### src/rtl/sb_pkg.sv
package sb_pkg;
  localparam int NUM_UNITS = 5;
  localparam int TAG_W     = 3;

  typedef enum logic [1:0] {
    CLS_INT = 2'd0,
    CLS_MUL = 2'd1,
    CLS_ADD = 2'd2,
    CLS_DIV = 2'd3
  } op_class_e;

  typedef enum logic [1:0] {
    ST_IDLE,
    ST_WAIT_RD,
    ST_EXEC,
    ST_DONE
  } unit_st_e;
endpackage

### src/rtl/sb_issue.sv
module sb_issue
  import sb_pkg::*;
(
  input  logic [1:0]           cls,
  input  logic [NUM_UNITS-1:0] busy,
  output logic [TAG_W-1:0]     sel_tag
);
  always_comb begin
    sel_tag = '0;
    unique case (op_class_e'(cls))
      CLS_INT: if (!busy[0]) sel_tag = 3'd1;
      CLS_MUL: begin
        if (!busy[1])      sel_tag = 3'd2;
        else if (!busy[2]) sel_tag = 3'd3;
      end
      CLS_ADD: if (!busy[3]) sel_tag = 3'd4;
      CLS_DIV: if (!busy[4]) sel_tag = 3'd5;
      default: sel_tag = '0;
    endcase
  end
endmodule

### src/rtl/sb_regstat.sv
module sb_regstat
  import sb_pkg::*;
#(
  parameter int REG_W = 5
) (
  input  logic                            clk,
  input  logic                            rst_n,
  input  logic                            set_en,
  input  logic [REG_W-1:0]                set_reg,
  input  logic [TAG_W-1:0]                set_tag,
  input  logic [NUM_UNITS-1:0]            clr,
  input  logic [NUM_UNITS-1:0][REG_W-1:0] clr_reg,
  input  logic [REG_W-1:0]                rd_a,
  input  logic [REG_W-1:0]                rd_b,
  input  logic [REG_W-1:0]                rd_c,
  output logic [TAG_W-1:0]                tag_a,
  output logic [TAG_W-1:0]                tag_b,
  output logic [TAG_W-1:0]                tag_c
);
  localparam int NREG = 1 << REG_W;

  logic [TAG_W-1:0] status   [NREG];
  logic [TAG_W-1:0] status_n [NREG];

  always_comb begin
    for (int r = 0; r < NREG; r++) begin
      status_n[r] = status[r];
      for (int u = 0; u < NUM_UNITS; u++)
        if (clr[u] && clr_reg[u] == REG_W'(r) && status[r] == TAG_W'(u + 1))
          status_n[r] = '0;
    end
    if (set_en) status_n[set_reg] = set_tag;
  end

  always_ff @(posedge clk) begin
    for (int r = 0; r < NREG; r++)
      status[r] <= rst_n ? status_n[r] : '0;
  end

  assign tag_a = status[rd_a];
  assign tag_b = status[rd_b];
  assign tag_c = status[rd_c];


  mark_kept_chk: assert property (@(posedge clk) disable iff (!rst_n)
    set_en |=> status[$past(set_reg)] == $past(set_tag));
endmodule

### src/rtl/sb_unit.sv
module sb_unit
  import sb_pkg::*;
#(
  parameter int REG_W = 5,
  parameter int LAT   = 2
) (
  input  logic                 clk,
  input  logic                 rst_n,
  input  logic                 take,
  input  logic [REG_W-1:0]     fi_in,
  input  logic [REG_W-1:0]     fj_in,
  input  logic [REG_W-1:0]     fk_in,
  input  logic [TAG_W-1:0]     qj_in,
  input  logic [TAG_W-1:0]     qk_in,
  input  logic [NUM_UNITS-1:0] wb_all,
  input  logic                 war_ok,
  output logic                 busy,
  output logic                 rd_go,
  output logic                 wb_go,
  output logic [REG_W-1:0]     fi,
  output logic [REG_W-1:0]     fj,
  output logic [REG_W-1:0]     fk,
  output logic                 rj,
  output logic                 rk
);
  localparam int CW = (LAT > 1) ? $clog2(LAT) : 1;

  unit_st_e         st;
  logic [CW-1:0]    cnt;
  logic [TAG_W-1:0] qj, qk;
  logic             hit_j, hit_k;

  always_comb begin
    hit_j = 1'b0;
    hit_k = 1'b0;
    for (int w = 0; w < NUM_UNITS; w++) begin
      if (wb_all[w] && qj == TAG_W'(w + 1)) hit_j = 1'b1;
      if (wb_all[w] && qk == TAG_W'(w + 1)) hit_k = 1'b1;
    end
  end

  assign busy  = (st != ST_IDLE);
  assign rd_go = (st == ST_WAIT_RD) && rj && rk;
  assign wb_go = (st == ST_DONE) && war_ok;

  always_ff @(posedge clk) begin
    if (!rst_n) begin
      st  <= ST_IDLE;
      cnt <= '0;
      qj  <= '0;
      qk  <= '0;
      rj  <= 1'b0;
      rk  <= 1'b0;
      fi  <= '0;
      fj  <= '0;
      fk  <= '0;
    end else begin
      unique case (st)
        ST_IDLE: if (take) begin
          st <= ST_WAIT_RD;
          fi <= fi_in;
          fj <= fj_in;
          fk <= fk_in;
          qj <= qj_in;
          qk <= qk_in;
          rj <= (qj_in == '0);
          rk <= (qk_in == '0);
        end
        ST_WAIT_RD: begin
          if (rd_go) begin
            st  <= ST_EXEC;
            cnt <= CW'(LAT - 1);
            rj  <= 1'b0;
            rk  <= 1'b0;
          end else begin
            if (hit_j) begin qj <= '0; rj <= 1'b1; end
            if (hit_k) begin qk <= '0; rk <= 1'b1; end
          end
        end
        ST_EXEC: begin
          if (cnt == '0) st <= ST_DONE;
          else           cnt <= cnt - 1'b1;
        end
        ST_DONE: if (war_ok) st <= ST_IDLE;
        default: st <= ST_IDLE;
      endcase
    end
  end


  indep_read_chk: assert property (@(posedge clk) disable iff (!rst_n)
    (take && qj_in == '0 && qk_in == '0) |=> rd_go);

  single_read_chk: assert property (@(posedge clk) disable iff (!rst_n)
    rd_go |=> !rd_go);

  free_after_wb_chk: assert property (@(posedge clk) disable iff (!rst_n)
    wb_go |=> !busy);
endmodule

### src/rtl/sb_ctrl.sv
module sb_ctrl
  import sb_pkg::*;
#(
  parameter int REG_W   = 5,
  parameter int LAT_INT = 1,
  parameter int LAT_ADD = 2,
  parameter int LAT_MUL = 10,
  parameter int LAT_DIV = 40
) (
  input  logic                 clk,
  input  logic                 rst_n,
  input  logic                 in_valid,
  output logic                 in_ready,
  input  logic [1:0]           in_class,
  input  logic [REG_W-1:0]     in_dst,
  input  logic [REG_W-1:0]     in_src1,
  input  logic [REG_W-1:0]     in_src2,
  output logic [TAG_W-1:0]     in_unit,
  output logic [NUM_UNITS-1:0] unit_busy,
  output logic [NUM_UNITS-1:0] rd_go,
  output logic [NUM_UNITS-1:0] wb_go
);
  localparam int NU = NUM_UNITS;

  logic [TAG_W-1:0]         sel_tag, tag_s1, tag_s2, tag_d, qj_new, qk_new;
  logic [NU-1:0]            take, rj, rk, war_ok;
  logic [NU-1:0][REG_W-1:0] fi, fj, fk;
  logic                     fire;

  function automatic logic [TAG_W-1:0] bypass(input logic [TAG_W-1:0] t,
                                              input logic [NU-1:0] wb);
    bypass = t;
    for (int w = 0; w < NU; w++)
      if (wb[w] && t == TAG_W'(w + 1)) bypass = '0;
  endfunction

  sb_issue u_issue (
    .cls     (in_class),
    .busy    (unit_busy),
    .sel_tag (sel_tag)
  );

  sb_regstat #(.REG_W(REG_W)) u_regstat (
    .clk     (clk),
    .rst_n   (rst_n),
    .set_en  (fire),
    .set_reg (in_dst),
    .set_tag (sel_tag),
    .clr     (wb_go),
    .clr_reg (fi),
    .rd_a    (in_src1),
    .rd_b    (in_src2),
    .rd_c    (in_dst),
    .tag_a   (tag_s1),
    .tag_b   (tag_s2),
    .tag_c   (tag_d)
  );

  assign in_unit  = sel_tag;
  assign in_ready = (sel_tag != '0) && (tag_d == '0);
  assign fire     = in_valid && in_ready;
  assign qj_new   = bypass(tag_s1, wb_go);
  assign qk_new   = bypass(tag_s2, wb_go);

  always_comb begin
    for (int u = 0; u < NU; u++)
      take[u] = fire && (sel_tag == TAG_W'(u + 1));
  end

  for (genvar u = 0; u < NU; u++) begin : g_unit
    localparam int UL = (u == 0) ? LAT_INT :
                        (u == 3) ? LAT_ADD :
                        (u == 4) ? LAT_DIV : LAT_MUL;

    always_comb begin
      war_ok[u] = 1'b1;
      for (int f = 0; f < NU; f++)
        if (f != u)
          if ((rj[f] && fj[f] == fi[u]) || (rk[f] && fk[f] == fi[u]))
            war_ok[u] = 1'b0;
    end

    sb_unit #(.REG_W(REG_W), .LAT(UL)) u_slot (
      .clk    (clk),
      .rst_n  (rst_n),
      .take   (take[u]),
      .fi_in  (in_dst),
      .fj_in  (in_src1),
      .fk_in  (in_src2),
      .qj_in  (qj_new),
      .qk_in  (qk_new),
      .wb_all (wb_go),
      .war_ok (war_ok[u]),
      .busy   (unit_busy[u]),
      .rd_go  (rd_go[u]),
      .wb_go  (wb_go[u]),
      .fi     (fi[u]),
      .fj     (fj[u]),
      .fk     (fk[u]),
      .rj     (rj[u]),
      .rk     (rk[u])
    );
  end


  one_take_chk: assert property (@(posedge clk) disable iff (!rst_n)
    $onehot0(take));

  take_free_chk: assert property (@(posedge clk) disable iff (!rst_n)
    (|take) |=> ((unit_busy & $past(take)) == $past(take)));
endmodule

### config.mk
export PLATFORM = sky130hd
export DESIGN_NAME = sb_ctrl
export DESIGN_NICKNAME = d
export VERILOG_FILES = /design/src/rtl/sb_pkg.sv /design/src/rtl/sb_issue.sv /design/src/rtl/sb_regstat.sv /design/src/rtl/sb_unit.sv /design/src/rtl/sb_ctrl.sv
export SDC_FILE = /design/constraint.sdc
export NUM_CORES = 1
export LEC_CHECK = 0
export BUFFER_PORTS_ARGS = -buffer_cell sky130_fd_sc_hd__buf_2
export CAP_MARGIN = 20
export CORE_ASPECT_RATIO = 1.75
export CORE_UTILIZATION = 40
export DETAILED_ROUTE_END_ITERATION = 7
export PLACE_DENSITY = 0.62
export SLEW_MARGIN = 30
export SYNTH_ARGS = -nofsm -noshare
export SYNTH_HDL_FRONTEND = slang
export SYNTH_SLANG_ARGS = --single-unit
### constraint.sdc
create_clock -name clk -period 2.9 [get_ports clk]
set_input_delay 0.29 -clock clk [delete_from_list [all_inputs] [get_ports clk]]
set_output_delay 0.29 -clock clk [all_outputs]
set_load 0.01 [all_outputs]
* Word level (Yosys, flattened, before mapping)
Memory sizes are Yosys's and may differ from the RTL's.
Index checks and enable logic that the tools add are counted.
W data, S select, Z words.
** Operators by class
- Bitwise operators :: 1
- Equal/unequal tests :: 486
- Reduce and logical (&&, ||, !) cells :: 531
- Mux-type cells :: 402
- Magnitude comparators :: 2
- $add $sub $neg :: 5
** Operators by type and width (count)
- $mux W3 :: 236
- $logic_and A1 B1 Y1 :: 443
- $eq A5 B5 Y1 const B :: 80
- $eq A3 B2 Y1 const B :: 90
- $eq A3 B3 Y1 const B :: 90
- $eq A5 B4 Y1 const B :: 40
- $eq A5 B5 Y1 :: 40
- $eq A3 B1 Y1 const B :: 45
- $mux W1 :: 105
- $eq A5 B3 Y1 const B :: 20
- $bwmux W96 :: 1
- $mux W96 :: 1
- $pmux W3 S2 :: 10
- $reduce_and A4 Y1 :: 15
- $ne A2 B1 Y1 const B :: 28
- $eq A5 B2 Y1 const B :: 10
- $mux W2 :: 21
- $pmux W2 S4 :: 5
- $reduce_and A3 Y1 :: 13
- $ne A3 B1 Y1 const B :: 10
- $reduce_bool A2 Y1 :: 15
- $eq A5 B1 Y1 const B :: 5
- $logic_not A5 Y1 :: 5
- $eq A2 B2 Y1 const B :: 12
- 22 further kinds :: 87
** Storage, ports and cells
- Bits of input ports :: 20
- Memories :: 1
- Bits in registers :: 141
- Bits in writable memories :: 96
- Word-level logic and storage cells :: 1473
- Output and inout port bits :: 19
** Memories
- u_regstat.status :: words 32, width 3, read ports 35, clocked after Yosys merged registers in 0, write ports 32, RTL line sb_regstat.sv:22 : logic [TAG_W-1:0] status [NREG];

* Logic depth before layout (Yosys ltp)
- Depth in word-level cells :: 18
- Gate-level depth with buffers :: 13
- Mapped depth without buffers :: 11

* Modules after synthesis
Synthesis repeated with hierarchy kept, for this count alone.
** Unflattened totals
- Cells, all modules :: 2218
- Area, all modules :: 18228.7 µm²
** Modules (own cells, without submodules)
- sb_regstat :: cells each 1017, area each 8692.1 µm², times used 1, sequential area each 1921.8 µm²
- sb_unit at g_unit[1].u_slot ... :: cells each 178, area each 1412.6 µm², times used 2, sequential area each 580.6 µm²
- sb_ctrl :: cells each 347, area each 2602.5 µm², times used 1, sequential area each 0.0 µm²
- sb_unit at g_unit[4].u_slot :: cells each 183, area each 1596.5 µm², times used 1, sequential area each 620.6 µm²
- sb_unit at g_unit[3].u_slot :: cells each 157, area each 1246.2 µm², times used 1, sequential area each 520.5 µm²
- sb_unit at g_unit[0].u_slot :: cells each 150, area each 1204.9 µm², times used 1, sequential area each 500.5 µm²
- sb_issue :: cells each 8, area each 61.3 µm², times used 1, sequential area each 0.0 µm²

* Worst setup path after synthesis
No wires, ideal clock.
- Path kind :: register to register
- Start :: register g_unit[4].u_slot.st[0]
- End :: register g_unit[4].u_slot.fi[3]
- Data arrival time :: 2.758 ns
- Path slack :: 0.014 ns
- Period minus slack after synthesis :: 2.886 ns
- Required time :: 2.772 ns
- Cell stages (with the launch flop) :: 13
- Path buffers :: 3
- Setup time :: 0.128 ns
- Cells stage by stage :: dfxtp_1 > inv_1 > ha_1 > and2_1 > o21ai_1 > a311oi_1 > nand4_1 > or4_1 > buf_2 > buf_4 > buf_2 > mux2i_1 > nor2_1
** On the way
- Cells in the longest elaborated chain, start to end :: 8
- Elaborated cells between the ends (all ways) :: 10
- Classes of those cells :: eq/ne: 1; mux: 2; reduce/logical: 7
** Ends and longest elaborated chain
- start: declaration :: RTL line sb_unit.sv:28 : unit_st_e st;
- start signal: assignment :: RTL line sb_unit.sv:48 : st <= ST_IDLE;
- start signal: assignment :: RTL line sb_unit.sv:60 : st <= ST_WAIT_RD;
- start signal: assignment :: RTL line sb_unit.sv:71 : st <= ST_EXEC;
- $reduce_bool A2 Y1 :: RTL line sb_unit.sv:42 : assign busy = (st != ST_IDLE);
- $mux W3 :: RTL line sb_issue.sv:17 : CLS_DIV: if (!busy[4]) sel_tag = 3'd5;
- $pmux W3 S4 :: RTL line sb_issue.sv:10 : unique case (op_class_e'(cls))
- $reduce_bool A3 Y1 :: RTL line sb_ctrl.sv:60 : assign in_ready = (sel_tag != '0) && (tag_d == '0);
- $logic_and A1 B1 Y1 :: RTL line sb_ctrl.sv:60
- $logic_and A1 B1 Y1 :: RTL line sb_ctrl.sv:61 : assign fire = in_valid && in_ready;
- $logic_and A1 B1 Y1 :: RTL line sb_ctrl.sv:67 : take[u] = fire && (sel_tag == TAG_W'(u + 1));
- $reduce_and A2 Y1 (no line) (*)
- end signal: assignment :: RTL line sb_unit.sv:61 : fi <= fi_in;
- end: declaration :: RTL line sb_unit.sv:20 : output logic [REG_W-1:0] fi,
Mark *: on every way between the ends. The rest lies on a longest branch, timed or not.
A chain may end at the register's enable or synchronous reset.

==> flow_results.org <==
** Layout
- Final-layout fill cell count :: 4067
- For this run, the post-layout net count is 2673.
- Fraction of layout instances using a drive strength above 1 :: 32.65%
- Summing all non-filler instances in the final layout gives an area of 24160 sq um.
- From synthesis to final layout, the design area changed by 34.63%.
- Area used by multi-input combinational logic :: 12610 sq um
- Once layout is complete, the utilization of the core stands at 54.56%.
- Inserted Diodes :: 0
- Storage cell area :: 4836 sq um

** Critical path
- For the worst flop-to-flop path, the logic depth is 10.
- Of all nets on the critical path, the largest fanout is 8.
- In this run the register-to-register setup slack is -0.09 ns.
- STA classifies the critical path endpoint as a flip-flop.
- CP max stage cell :: or4_4
- The cell that appears most often on the critical path is and4_4.
- The critical path is of the reg -> reg type.
- Critical Path Source Type :: flip-flop
- The startpoint identified for the worst register-to-register timing path is g_unit[3].u_slot.fk[4]$_SDFFE_PN0P_.
- The critical path goes through buf_4 -> xor2_1 -> nor4_2 -> nand3_2 -> and4_4 -> nand3_4 -> or3b_4 -> or4_4 -> and4_4 -> a2bb2o_4.
- On the worst path, the slowest cell contributes a delay of 0.48 ns.
- The endpoint identified for the worst register-to-register timing path is u_regstat.status[21][1]$_SDFF_PN0_.
- Signal arrival time at the worst endpoint :: 3.46 ns
- STA puts the critical path data required time at 3.37 ns.

** GRT
- The via count of the first global-routing pass came to 20500.
- The first global-routing pass estimated 134600 um of wire.
- The number of antenna violations at the first check in global routing was 1.
- Gr usage total :: 40.88%
- Entering global routing, the biggest net connects 101 pins.
- Leftover overflow at the end of global routing :: 0

** Drt
- Total Routed Length :: 95430 um
- DRT antenna net count :: 0
- Iteration-0 DRC count of the detailed router :: 1867
- Total vias in the final route :: 20500
- Dividing the detail-routed via count by the number of cells gives 6.370.
- Wire length per cell :: 29.65 um
- In the routed design, unresolved DRC markers number 1.
- First-pass detailed-route iteration total :: 7

** Hold path
- The startpoint identified for the worst hold timing path is rst_n.
- Count of cells along the worst hold path :: 3
- The path with the worst hold slack has its endpoint at g_unit[2].u_slot.qk[2]$_SDFFE_PN0P_.
- The min-delay analysis places its worst path in the category in -> reg.

** CTS
- For the worst-skew pair, the clock arrives at the later sink with an insertion delay of 0.60 ns.
- Count of hold buffers inserted by post-cts repair :: 0
- The tree built by TritonCTS fans out to 236 sinks.
- H-tree depth :: 1
- Cell chosen for the clock root :: clkbuf_16
- Clock-pin slew was measured on the worst setup and hold paths at 0.07 ns.
- Clock tree from TritonCTS :: done
- The number of clock buffers added by TritonCTS is 27.
- The longest clock path from root to sink contains 3 buffers.

** Job
- Max capacitance violation total :: 0

** Synth
- dfxtp_1 takes more of the synthesized area than any other cell.
- Sequential elements use 26.33% of the synthesized area.
- In this run, synthesis produced a sequential element count of 236.
- Number of warnings reported in the yosys synthesis log :: 0
- Syn avg cell area :: 7.871 sq um
- Counting flops with a built-in enable in the synthesized netlist gives 0.
- Most used standard cells in the synthesized netlist :: dfxtp_1 (236), nor2_1 (207), nand2_1 (180), xor2_1 (156), mux2i_1 (137)
- The number of nets in the synthesized netlist is 2326.
- The most used flip-flop cell after synthesis is dfxtp_1.
- Summed instance area of the synthesized netlist :: 17950 sq um
- Most common cell in the synthesized netlist :: dfxtp_1
- After synthesis, the share of flip-flops with an asynchronous set or reset is 0%.
- Distinct cell type count of the synthesized netlist :: 96
- Top-area cell type share of the netlist area :: 26.33%
- Gate count of the mapped netlist :: 2280
- In the post-synthesis netlist, the biggest area contributors are dfxtp_1 (26%), mux2i_1 (7.6%), xor2_1 (7.6%), nor2_1 (4.3%), nand2_1 (3.8%).

** Power
- Combinational logic is responsible for 34.7% of the overall power.
- In this run the power spent charging and discharging nets is 0.004003 W.
- Relative contribution of the clock network to total power :: 32.9%
- Net switching is 35.70% of the power.
- The analysis attributes to cell leakage a power of 10.47 nW.
- Power per unit of standard cell area :: 464.2 nW/um^2
- VDD sags by at most 0.5250 mV.
- Internal power comes to 0.007212 W.
- Part of the total power dissipated in sequential elements :: 32.4%

** Timing
- Fin. Hold Viols :: 0
- Fmax :: 334.5 MHz
- Slew at the pin with the worst max-slew slack :: 0.9376 ns
- Setup repair after global routing could not meet its margin everywhere.
- Tmin final :: 2.990 ns
- Final critical-path setup slack :: -0.08997 ns
- Part of the cycle the worst path needs :: 103.1%
- The clock arrives with 0.03555 ns of skew.
- Max Slew Vio Count :: 0
- Headroom to the max-slew limit :: 37.49%
- # setup viols final :: 12

** Outcome
- The run finished, with violations left.
- Violations in the final reports :: DRC, setup timing

** Placed design
- Detail Placement HPWL :: 73330 um
- Routability-driven placement finished with a final weighted congestion of 1.079.
- After detailed placement, the total cell area comes to 21900 sq um.
- During placement, the flow inserted port buffers numbering 38.

** Floorplanning
- The initial utilization of the core area, before any placement, comes to 40.52%.
- Die ar. :: 45750 sq um
- In this run the vertical extent of the chip is 282.2 um.
- The floorplan has 102 rows.
- CORE AREA :: 44290 sq um
- I/O pin cnt :: 39
- Die width :: 162.1 um
==> cells by family after synthesis <==
family	count (synthesis)	share of synthesized area, %
buffers and inverters	327	8.304
adders and majority gates	26	1.813
and+or+nand+nor	860	25.24
muxes	154	9.524
AOI/OAI and AO/OA	473	18.80
DFF	236	26.33
xor gates and xnor gates	204	9.998
==> stage by stage <==
| stage | hold slack, ns | TNS [ns] | worst slack, ns | cells | power, W |
|---|---|---|---|---|---|
| floorplan | 0.4325 | 0 | 0.01406 | 2280 | 0.005487 |
| global placement | 0.4478 | -99.92 | -0.8541 | 3146 | 0.007081 |
| detailed placement | 0.4765 | -103.01 | -0.8117 | 3146 | 0.007136 |
| CTS | 0.1991 | -0.1457 | -0.05988 | 3201 | 0.01093 |
| global route | 0.2213 | -4.474 | -0.2075 | 3218 | 0.01157 |
| finish | 0.2170 | -0.3521 | -0.08997 | 3218 | 0.01122 |
==> routing by layer <==
| metal | wire [um] | up-vias | track usage [%] |
|---|---|---|---|
| li1 | - | 8965 | - |
| met1 | 31390 | 9827 | 39.90 |
| met2 | 45230 | 1172 | 69.84 |
| met3 | 6949 | 535 | 7.859 |
| met4 | 11850 | 0 | 43.49 |
| met5 | 0 | - | 0 |
==> how the worst max path moves through the flow <==
stage	start	to	depth (start not counted)
3_5_place_dp	g_unit[3].u_slot.fi[1]$_SDFFE_PN0P_	u_regstat.status[26][1]$_SDFF_PN0_	11
5_1_grt	g_unit[0].u_slot.st[1]$_SDFFE_PN0P_	g_unit[3].u_slot.rj$_SDFFE_PN0P_	13
4_1_cts	g_unit[2].u_slot.fi[4]$_SDFFE_PN0P_	u_regstat.status[21][1]$_SDFF_PN0_	10
2_1_floorplan	g_unit[4].u_slot.st[0]$_SDFFE_PN0P_	g_unit[4].u_slot.fi[3]$_SDFFE_PN0P_	12
3_3_place_gp	g_unit[3].u_slot.fi[1]$_SDFFE_PN0P_	u_regstat.status[26][1]$_SDFF_PN0_	11
6_report	g_unit[3].u_slot.fk[4]$_SDFFE_PN0P_	u_regstat.status[21][1]$_SDFF_PN0_	10
==> cell type report <==
class	count	area share [%]
multi-input cells	1717	52.21
repair buffers	572	19.83
inverters	73	1.155
clock buffers	35	3.169
flip-flops and latches	236	20.02
clock inverters	13	0.6577
well taps	572	2.962
==> worst max-delay path: cells and delay by family (launching register included) <==
family / cells / cell delay [ns]
XOR/XNOR: 1 / 0.18
buffers and inverters: 1 / 0.19
AO/OA/AOI/OAI: 1 / 0.21
AND/OR/NAND/NOR: 7 / 1.84
flip-flops: 1 / 0.45
==> power groups by stage <==
stage / Clock (W) / Sequential, W / Combinational [W]
6_report: 0.00369 / 0.00363 / 0.00389
4_1_cts: 0.00371 / 0.00362 / 0.00361
3_5_place_dp: 0 / 0.00369 / 0.00344
3_3_place_gp: 0 / 0.00369 / 0.00340
2_1_floorplan: 0 / 0.00357 / 0.00192
5_1_grt: 0.00383 / 0.00364 / 0.00409
==> timing repair <==
item,in CTS,in global routing
gates resized for setup,126,173
endpoints found under the hold margin,0,0
pin swaps,25,70
buffers inserted,7,22
endpoints found under the setup margin,219,163
==> flip-flops by register name, indices dropped and copies added (netlist names) <==
name and flops:
g_unit.u_slot.fi 25, g_unit.u_slot.qj 15, g_unit.u_slot.rj 5, u_regstat.status 96
g_unit.u_slot.cnt 15, g_unit.u_slot.st 10, g_unit.u_slot.fj 25, g_unit.u_slot.rk 5
g_unit.u_slot.fk 25, g_unit.u_slot.qk 15
==> placed cells by master (no fill, tap or decap), types with 14 or more instances in the layout <==
cell type  instances
dfxtp_2           41
xor2_2            14
o22ai_1           45
o2111ai_1         17
and3_1            25
buf_4            470
nand2b_1          37
xnor2_1           47
o21ai_0           51
o41ai_1           46
buf_6             25
a22oi_1           24
nand3_1           65
or3_1             20
dfxtp_1          179
dfxtp_4           16
or4_1             23
a32oi_1           15
xor2_1           141
a21oi_1           79
nand4_1           28
nor4_2            14
ha_1              23
a211oi_1          25
mux2i_1          135
nand2_1          175
inv_1             65
o21ai_1           15
nor2b_1           28
buf_2             37
nor2_1           203
nand4b_1          21
buf_12            39
clkbuf_16         27
nor3_1            41
nor4_1            55
Note: power is estimated with default switching activity, not from simulation.
